$ cat src/rtl/prc_pkg.sv
package prc_pkg;
  localparam int CAUSE_W = 5;

  localparam logic [CAUSE_W-1:0] CAUSE_IRQ     = 5'd0;
  localparam logic [CAUSE_W-1:0] CAUSE_SYSCALL = 5'd8;
  localparam logic [CAUSE_W-1:0] CAUSE_UNDEF   = 5'd10;
  localparam logic [CAUSE_W-1:0] CAUSE_OVF     = 5'd12;

  typedef enum logic [1:0] {
    PC_SEQ    = 2'd0,
    PC_BRANCH = 2'd1,
    PC_VECTOR = 2'd2
  } pcSelE;

  typedef enum logic [1:0] {
    SRC_ID  = 2'd0,
    SRC_EX  = 2'd1,
    SRC_MEM = 2'd2
  } epcSrcE;

  typedef struct packed {
    logic               flushIf;
    logic               flushId;
    logic               flushEx;
    logic               killMemWr;
    logic               capture;
    epcSrcE             epcSrc;
    logic [CAUSE_W-1:0] causeCode;
    pcSelE              pcSel;
  } strobeT;
endpackage

$ cat src/rtl/prc_ctrl.sv
module prc_ctrl
  import prc_pkg::*;
(
  input  logic   clk,
  input  logic   rstN,
  input  logic   brTaken,
  input  logic   idUndef,
  input  logic   idSyscall,
  input  logic   exOvf,
  input  logic   memIrq,
  output strobeT stb
);
  // fault per stage, index 0 = decode, 1 = execute, 2 = memory (oldest)
  localparam int NSTG = 3;
  logic [NSTG-1:0] rawFault;
  logic [NSTG-1:0] winFault;
  logic            anyFault;
  logic            branchGo;

  assign rawFault = {memIrq, exOvf, idUndef | idSyscall};
  assign anyFault = |rawFault;
  assign branchGo = brTaken & ~anyFault;

  // oldest stage wins: a stage wins if no older stage faults
  for (genvar s = 0; s < NSTG; s++) begin : g_win
    if (s == NSTG - 1) begin : g_top
      assign winFault[s] = rawFault[s];
    end else begin : g_lower
      assign winFault[s] = rawFault[s] & ~(|rawFault[NSTG-1:s+1]);
    end
  end

  always_comb begin
    stb           = '0;
    stb.pcSel     = PC_SEQ;
    stb.epcSrc    = SRC_ID;
    stb.causeCode = CAUSE_IRQ;
    // every fault or redirect leaves fetch and decode on a wrong path
    stb.flushIf   = anyFault | branchGo;
    stb.flushId   = anyFault | branchGo;
    stb.flushEx   = branchGo | winFault[1] | winFault[2];
    stb.killMemWr = winFault[2];
    stb.capture   = anyFault;
    if (anyFault) begin
      stb.pcSel = PC_VECTOR;
    end else if (branchGo) begin
      stb.pcSel = PC_BRANCH;
    end
    if (winFault[2]) begin
      stb.epcSrc    = SRC_MEM;
      stb.causeCode = CAUSE_IRQ;
    end else if (winFault[1]) begin
      stb.epcSrc    = SRC_EX;
      stb.causeCode = CAUSE_OVF;
    end else if (winFault[0]) begin
      stb.epcSrc    = SRC_ID;
      stb.causeCode = idUndef ? CAUSE_UNDEF : CAUSE_SYSCALL;
    end
  end

  assert_one_winner_R6: assert property (@(posedge clk) disable iff (!rstN)
    $onehot0(winFault));
  assert_fault_beats_branch_R7: assert property (@(posedge clk) disable iff (!rstN)
    (brTaken && anyFault) |-> (stb.pcSel == PC_VECTOR));
  assert_branch_squash_R3: assert property (@(posedge clk) disable iff (!rstN)
    (brTaken && !anyFault) |-> (stb.flushIf && stb.flushId && stb.flushEx && !stb.killMemWr));
  assert_irq_kills_mem_R10: assert property (@(posedge clk) disable iff (!rstN)
    memIrq |-> (stb.killMemWr && stb.flushEx && stb.causeCode == CAUSE_IRQ));
  assert_id_fault_spares_ex_R9: assert property (@(posedge clk) disable iff (!rstN)
    ((idUndef || idSyscall) && !exOvf && !memIrq && !brTaken) |-> !stb.flushEx);
endmodule

$ cat src/rtl/prc_datapath.sv
module prc_datapath
  import prc_pkg::*;
#(
  parameter int          AW     = 32,
  parameter int          IW     = 32,
  parameter int          CW     = 8,
  parameter int          DW     = 32,
  parameter logic [AW-1:0] VECTOR = 32'h4000_0040
) (
  input  logic               clk,
  input  logic               rstN,
  input  strobeT             stb,
  input  logic [AW-1:0]      pcPlus4,
  input  logic [AW-1:0]      brTarget,
  input  logic [AW-1:0]      idPc,
  input  logic [AW-1:0]      exPc,
  input  logic [AW-1:0]      memPc,
  input  logic [IW-1:0]      ifIdInstrIn,
  input  logic [CW-1:0]      idCtrlIn,
  input  logic [DW-1:0]      exAluIn,
  input  logic               exWrEnIn,
  input  logic               memWrEnIn,
  output logic [AW-1:0]      nextPc,
  output logic [IW-1:0]      ifIdInstrOut,
  output logic [CW-1:0]      idCtrlOut,
  output logic [DW-1:0]      exAluOut,
  output logic               exWrEnOut,
  output logic               memWrEnOut,
  output logic [AW-1:0]      epcQ,
  output logic [CAUSE_W-1:0] causeQ
);
  logic [AW-1:0] faultPc;

  always_comb begin
    unique case (stb.pcSel)
      PC_BRANCH: nextPc = brTarget;
      PC_VECTOR: nextPc = VECTOR;
      default:   nextPc = pcPlus4;
    endcase
  end

  // per-stage squash muxes
  assign ifIdInstrOut = stb.flushIf ? '0 : ifIdInstrIn;
  assign idCtrlOut    = stb.flushId ? '0 : idCtrlIn;
  assign exAluOut     = stb.flushEx ? '0 : exAluIn;
  assign exWrEnOut    = exWrEnIn & ~stb.flushEx;
  assign memWrEnOut   = memWrEnIn & ~stb.killMemWr;

  always_comb begin
    unique case (stb.epcSrc)
      SRC_MEM: faultPc = memPc;
      SRC_EX:  faultPc = exPc;
      default: faultPc = idPc;
    endcase
  end

  always_ff @(posedge clk) begin
    if (!rstN) begin
      epcQ   <= '0;
      causeQ <= '0;
    end else if (stb.capture) begin
      epcQ   <= faultPc;
      causeQ <= stb.causeCode;
    end
  end

  assert_hold_when_idle_R11: assert property (@(posedge clk) disable iff (!rstN)
    !stb.capture |=> ($stable(epcQ) && $stable(causeQ)));
  assert_vector_target_R4: assert property (@(posedge clk) disable iff (!rstN)
    (stb.pcSel == PC_VECTOR) |-> (nextPc == VECTOR));
  assert_fault_no_write_R8: assert property (@(posedge clk) disable iff (!rstN)
    (stb.capture && stb.epcSrc == SRC_EX) |-> (!exWrEnOut && exAluOut == '0));
  assert_capture_loads_R5: assert property (@(posedge clk) disable iff (!rstN)
    (stb.capture && stb.epcSrc == SRC_MEM) |=> (epcQ == $past(memPc)));
endmodule

$ cat src/rtl/pipe_redirect_ctrl.sv
module pipe_redirect_ctrl
  import prc_pkg::*;
#(
  parameter int            AW     = 32,
  parameter int            IW     = 32,
  parameter int            CW     = 8,
  parameter int            DW     = 32,
  parameter logic [AW-1:0] VECTOR = 32'h4000_0040
) (
  input  logic               clk,
  input  logic               rstN,
  input  logic               brTaken,
  input  logic [AW-1:0]      brTarget,
  input  logic [AW-1:0]      pcPlus4,
  input  logic [AW-1:0]      idPc,
  input  logic [AW-1:0]      exPc,
  input  logic [AW-1:0]      memPc,
  input  logic               idUndef,
  input  logic               idSyscall,
  input  logic               exOvf,
  input  logic               memIrq,
  input  logic [IW-1:0]      ifIdInstrIn,
  input  logic [CW-1:0]      idCtrlIn,
  input  logic [DW-1:0]      exAluIn,
  input  logic               exWrEnIn,
  input  logic               memWrEnIn,
  output logic [1:0]         pcSel,
  output logic [AW-1:0]      nextPc,
  output logic               flushIfId,
  output logic               flushIdEx,
  output logic               flushExMem,
  output logic [IW-1:0]      ifIdInstrOut,
  output logic [CW-1:0]      idCtrlOut,
  output logic [DW-1:0]      exAluOut,
  output logic               exWrEnOut,
  output logic               memWrEnOut,
  output logic [AW-1:0]      epc,
  output logic [CAUSE_W-1:0] cause
);
  strobeT stb;

  prc_ctrl u_ctrl (
    .clk(clk), .rstN(rstN), .brTaken(brTaken), .idUndef(idUndef),
    .idSyscall(idSyscall), .exOvf(exOvf), .memIrq(memIrq), .stb(stb)
  );

  prc_datapath #(.AW(AW), .IW(IW), .CW(CW), .DW(DW), .VECTOR(VECTOR)) u_dp (
    .clk(clk), .rstN(rstN), .stb(stb), .pcPlus4(pcPlus4), .brTarget(brTarget),
    .idPc(idPc), .exPc(exPc), .memPc(memPc), .ifIdInstrIn(ifIdInstrIn),
    .idCtrlIn(idCtrlIn), .exAluIn(exAluIn), .exWrEnIn(exWrEnIn),
    .memWrEnIn(memWrEnIn), .nextPc(nextPc), .ifIdInstrOut(ifIdInstrOut),
    .idCtrlOut(idCtrlOut), .exAluOut(exAluOut), .exWrEnOut(exWrEnOut),
    .memWrEnOut(memWrEnOut), .epcQ(epc), .causeQ(cause)
  );

  assign pcSel      = stb.pcSel;
  assign flushIfId  = stb.flushIf;
  assign flushIdEx  = stb.flushId;
  assign flushExMem = stb.flushEx;
endmodule

$ cat config.mk
export PLATFORM = sky130hd
export DESIGN_NAME = pipe_redirect_ctrl
export DESIGN_NICKNAME = d
export VERILOG_FILES = /design/src/rtl/prc_pkg.sv /design/src/rtl/prc_ctrl.sv /design/src/rtl/prc_datapath.sv /design/src/rtl/pipe_redirect_ctrl.sv
export SDC_FILE = /design/constraint.sdc
export NUM_CORES = 1
export LEC_CHECK = 0
export CAP_MARGIN = 20
export CELL_PAD_IN_SITES_DETAIL_PLACEMENT = 1
export CELL_PAD_IN_SITES_GLOBAL_PLACEMENT = 1
export CORE_AREA = 2 2 153 155
export CTS_CLUSTER_SIZE = 20
export DETAILED_ROUTE_END_ITERATION = 10
export DIE_AREA = 0 0 155 157
export DONT_BUFFER_PORTS = 1
export PLACE_DENSITY = 0.39
export SLEW_MARGIN = 10
export SYNTH_ARGS = -nofsm -noshare
export SYNTH_HDL_FRONTEND = slang
export SYNTH_HIERARCHICAL = 1
export SYNTH_SLANG_ARGS = --single-unit
$ cat constraint.sdc
create_clock -name clk -period 2.5 [get_ports clk]
set_input_delay 0 -clock clk [delete_from_list [all_inputs] [get_ports clk]]
set_output_delay 0 -clock clk [all_outputs]
set_load 0.005 [all_outputs]
Word-level counts from Yosys, hierarchy flattened
Index checks and enable logic that the tools add are counted.
{"block": "word_totals", "reg_bits": 37, "in_bits": 241, "output_inout_bits": 148, "wordCells": 32}
{"block": "op_classes", "n_eq_ne": 4, "mux": 11, "n_bitwise": 13, "n_reduce_logical": 2}
{"operator": "$pmux W32 S2", "n": 2}
{"operator": "$mux W32", "n": 2}
{"operator": "$mux W7", "n": 2}
{"operator": "$mux W8", "n": 1}
{"operator": "$and A1 B1 Y1", "n": 5}
{"operator": "$mux W5", "n": 1}
{"operator": "$eq A2 B1 Y1 const B", "n": 2}
{"operator": "$eq A2 B2 Y1 const B", "n": 2}
{"operator": "$mux W2", "n": 2}
{"operator": "$not A1 Y1", "n": 4}
{"operator": "$or A1 B1 Y1", "n": 4}
{"operator": "$reduce_or A3 Y1", "n": 1}
{"operator": "$reduce_or A2 Y1", "n": 1}
{"operator": "$mux W1", "n": 1}

Logic depth before layout (Yosys ltp)
{"block": "logic_depth", "word_depth": 8, "mapped_depth": 9, "mapped_depth_nobuf": 6}

By module
Netlist, hierarchy kept.
{"module": "prc_datapath", "n_inst": 1, "cells_per_inst": 299, "area_each_um2": 2875.3, "seq_area_each_um2": 740.7}
{"module": "prc_ctrl", "n_inst": 1, "cells_per_inst": 19, "area_each_um2": 131.4, "seq_area_each_um2": 0.0}

Worst setup path before layout
Ideal clock, no wire load.
{"block": "synth_timing", "kind": "in2out", "from": "in memIrq", "to": "out nextPc[11]", "arrival_time_ns": 1.521, "t_required_ns": 2.500, "path_slack_ns": 0.979, "path_stages": 9, "path_buffers": 3, "path_cell_list": "nor4_2 -> and2_1 -> inv_1 -> ha_1 -> buf_4 -> nor2b_2 -> buf_4 -> buf_6 -> a22o_1"}
{"block": "synth_via", "elab_chain_len": 7, "elab_cells_between_ends": 8, "classes_between": "eq/ne (2); mux (3); bitwise (2); reduce/logical (1)"}
{"item": "start, declared", "line_no": "pipe_redirect_ctrl.sv:21", "text": "input logic memIrq,"}
{"item": "$reduce_or A3 Y1 (*)", "line_no": "prc_ctrl.sv:21", "text": "assign anyFault = |rawFault;"}
{"item": "$not A1 Y1", "line_no": "prc_ctrl.sv:22", "text": "assign branchGo = brTaken & ~anyFault;"}
{"item": "$and A1 B1 Y1", "line_no": "prc_ctrl.sv:22"}
{"item": "$mux W1", "line_no": "prc_ctrl.sv:46", "text": "end else if (branchGo) begin"}
{"item": "$mux W2 (*)", "line_no": "prc_ctrl.sv:44", "text": "if (anyFault) begin"}
{"item": "net pcSel[0]", "line_no": "pipe_redirect_ctrl.sv:27", "text": "output logic [1:0] pcSel,"}
{"item": "$eq A2 B2 Y1 / $eq A2 B1 Y1 (equally long branches)", "line_no": "prc_datapath.sv:35", "text": "unique case (stb.pcSel)"}
{"item": "$pmux W32 S2 (*)", "line_no": "prc_datapath.sv:35"}
{"item": "end, declared", "line_no": "pipe_redirect_ctrl.sv:28", "text": "output logic [AW-1:0] nextPc,"}
The timed path passes the listed nets; every way through them passes the cells marked *.

Final worst setup path
{"block": "layout_timing", "from": "in memIrq", "to": "reg u_dp.epcQ[12]"}
{"block": "layout_via", "elab_chain_len": 6, "elab_cells_between_ends": 8, "classes_between": "eq/ne (2); mux (3); bitwise (2); reduce/logical (1)"}
{"item": "$not A1 Y1", "line_no": "prc_ctrl.sv:29", "text": "assign winFault[s] = rawFault[s] & ~(|rawFault[NSTG-1:s+1]);"}
{"item": "$and A1 B1 Y1", "line_no": "prc_ctrl.sv:29"}
{"item": "$mux W7", "line_no": "prc_ctrl.sv:52", "text": "end else if (winFault[1]) begin"}
{"item": "$mux W7", "line_no": "prc_ctrl.sv:49", "text": "if (winFault[2]) begin"}
{"item": "$eq A2 B1 Y1 / $eq A2 B2 Y1 (equally long branches)", "line_no": "prc_datapath.sv:50", "text": "unique case (stb.epcSrc)"}
{"item": "$pmux W32 S2", "line_no": "prc_datapath.sv:50"}
{"item": "end signal, assigned", "line_no": "prc_datapath.sv:62", "text": "epcQ <= faultPc;"}
{"item": "end, declared", "line_no": "prc_datapath.sv:29", "text": "output logic [AW-1:0] epcQ,"}
Parallel ways exist; a longest one is shown, timed or not.
A chain may end at the register's enable or synchronous reset.

==> results.yml <==
status:
  status: "finished, final reports clean"
yosys:
  yosysWarningCount: 6
  syn_inst: 318
  ys_ff_latch: 37
  synth_area_um2: 3007
  synth_seq_area_share_pct: 24.64
  synthDistinctLibCells: 32
  avgSynthCellArea_um2: 9.455
route:
  drt-vias-per-instance: 4.432
  via_count: 2956
  routed_wl_mm: 14.74
  drtPass1Iterations: 4
  postRouteAntennaNets: 0
  route.detailed.drc: 0
  wire_per_inst_um: 22.09
  drtIter0Drc: 95
clock_network:
  cts_num_sinks: 37
  cts-buffers-inserted: 5
  cts_tree: "done"
  cts_buffer_depth: 2
  path_clk_slew_ns: 0.06
  insertion_delay_ns: 0.29
  post_cts_buffers: 0
  cts_max_level: 2
  clockRootBuffer: "clkbuf_16"
global_routing:
  grt_pass1_wl_mm: 18.72
  grt_max_degree: 43
  overflow: 0
  grt_pass1_vias: 3043
  grt_use_total_pct: 10.46
  antenna_found_initial: 3
min_path:
  hp-class: "input pin to register"
timing:
  fmax_mhz: 428.1
  worst_clock_skew_ns: 0
  fin_crit_sh_pct: 93.43
  final_hold_viol_count: 0
  tns_ns: 0
  relSlewSlack_pct: 57.33
  tightest_slew_ns: 0.6400
  period_needed_ns: 2.336
  setup_viol_count_final: 0
  rsz0062_at_grt: "false"
  slew_viol_final: 0
floorplanning:
  std_cell_rows: 55
  core_um2: 22500
  io_pins: 389
  die_w_um: 155
  initial_core_util_pct: 13.36
  fp.dieH_um: 157
  die_area_um2: 24340
worst_setup_path:
  cp_num_buf_inv: 4
  cp_max_fo: 32
  critical-path-top-delay-family: "buffers and inverters"
  crit_chain: "and2b_2 -> inv_1 -> ha_2 -> nand2b_2 -> buf_12 -> a221oi_2 -> dlygate4sd3_1 -> nor3b_2 -> dlygate4sd3_1"
  crit_top_cell: "dlygate4sd3_1"
  crit_type: "input pin to register"
  crit_slowest_cell: "dlygate4sd3_1"
  cp.arrival_ns: 2.51
  crit_required_ns: 2.67
  cp-start-kind: "input pin"
  cp-end-kind: "register"
  crit_path_max_incr_delay_ns: 0.61
power_and_ir_drop:
  power.leakage_nw: 1.519
  power.density_nw_per_um2: 450.8
  peakVddDrop_mv: 0.2063
placement:
  placed_area_um2: 3203
  dpl.hpwl_mm: 11.23
  gp_congestion: 0.7310
  portBuffers: 0
cells_and_area:
  stdcell_area_um2: 4195
  drive_gt1_share_pct: 20.26
  layout.nets: 624
  fillers: 2594
  syn_to_final_growth_pct: 39.53
run:
  maxCapViolCount: 0
-- path summary, 6_finish.rpt --
path	to	start	slack [ns]	cells past startpoint
setup / recovery	u_dp/epcQ[12]	memIrq	0.16	9
hold / removal	u_dp/causeQ[3]	idUndef	0.02	4
setup reg to reg	u_dp/epcQ[20]	u_dp/epcQ[20]	1.20	3
hold reg to reg	u_dp/causeQ[0]	u_dp/causeQ[0]	0.56	2
-- worst min-delay path, stage by stage --
cell and delay [ns]:
nor3_1 0.02, nor2_1 0.08, mux2i_1 0.07, nor2b_1 0.10
-- cell usage in the layout, fill, tap and decap left out, drive strengths merged, types with 2 or more instances in the layout --
cell type and count:
a21oi 2, a221oi 32, a22o 29, buf 11, clkbuf 5, conb 2, dfxtp 37, diode 2
dlygate4sd3 82, ha 4, inv 6, mux2i 5, nand2 5, nand2b 2, nor2 3, nor2b 80
nor3b 32, o21ai 4, o22ai 30
-- registers in the layout, summed over array words and instances (netlist names) --
name / flops
u_dp/epcQ: 32
u_dp/causeQ: 5
-- synth_stat cells --
| cell | instances | area (um^2) |
|---|---|---|
| nor2b_1 | 79 | 494.2 |
| dfxtp_1 | 37 | 740.7 |
| a221oi_2 | 30 | 450.4 |
| o22ai_1 | 30 | 187.7 |
| a22o_1 | 29 | 254.0 |
| nor3b_2 | 20 | 250.2 |
| clkbuf_1 | 12 | 45.04 |
| nor3b_1 | 12 | 90.09 |
| buf_2 | 10 | 50.05 |
| buf_4 | 10 | 75.07 |
| buf_6 | 7 | 78.83 |
| inv_1 | 5 | 18.77 |
| mux2i_1 | 5 | 50.05 |
| nand2_1 | 5 | 18.77 |
| ha_1 | 4 | 50.05 |
| nor2_1 | 3 | 11.26 |
| o21ai_0 | 3 | 15.01 |
| a21oi_1 | 2 | 10.01 |
| a221oi_1 | 2 | 17.52 |
| a211o_2 | 1 | 10.01 |
| and2_1 | 1 | 6.260 |
| and2b_2 | 1 | 8.760 |
| clkbuf_4 | 1 | 7.510 |
| conb_1 | 1 | 3.750 |
| nand2b_1 | 1 | 6.260 |
| nand2b_2 | 1 | 8.760 |
| nand3b_1 | 1 | 7.510 |
| nor2b_2 | 1 | 8.760 |
| nor3_1 | 1 | 5.000 |
| nor4_2 | 1 | 12.51 |
| o21ai_1 | 1 | 5.000 |
| o221ai_1 | 1 | 8.760 |
-- cell type report --
cell class	count	area [um^2]	area share, %
flip-flops and latches	37	740.7	17.66
well taps	285	356.6	8.500
diodes	2	5.005	0.1193
multi-input cells	237	1999	47.66
clock buffers	5	125.1	2.982
clock inverters	3	21.27	0.5070
repair buffers	93	928.4	22.13
inverters	5	18.77	0.4474
-- where the power goes --
group	internal [W]	switching, W
combinational	0.000299	0.000237
sequential	0.000647	0.0000506
clock	0.000372	0.000286
-- cells by family (layout without fill, tap and decap cells) --
kind of cell | after synthesis | in the layout | share of synthesized area, %
buffers and inverters | 45 | 106 | 9.155
multiplexers | 5 | 5 | 1.665
adder cells (fa/ha/maj) | 4 | 4 | 1.665
other | 1 | 4 | 0.1247
AND/OR/NAND/NOR | 127 | 127 | 30.88
flip-flops | 37 | 37 | 24.64
AO/OA/AOI/OAI | 99 | 99 | 31.88
-- routing by layer --
metal  track usage (%)  share of wire (%)  up-vias  wire [um]
met1             11.76                 39     1420       5676
met2             18.07                 50      192       7318
li1                  -                  -     1311          -
met5                 0              0.061        -          9
met4             5.423                4.1        2        599
met3             2.946                7.7       31       1132
-- stage by stage --
step,utilization (%),total power (W),hold WS [ns],worst slack [ns],std cells
finish,18.64,0.001891,0.02479,0.1642,667
detailed placement,14.23,0.001071,0.03952,0.6447,574
floorplan,-,0.001004,0.1040,0.9793,319
global route,18.64,0.002006,0.03817,0.06993,667
global placement,14.23,0.001066,0.04371,0.6592,574
CTS,18.62,0.001925,0.003898,0.2029,665
-- repair_timing --
action / in CTS / in global routing
gates resized for setup: 0 / 0
endpoints found under the hold margin: 37 / 0
hold buffers: 83 / 0
No activity file was read; power rests on OpenSTA's default activity.
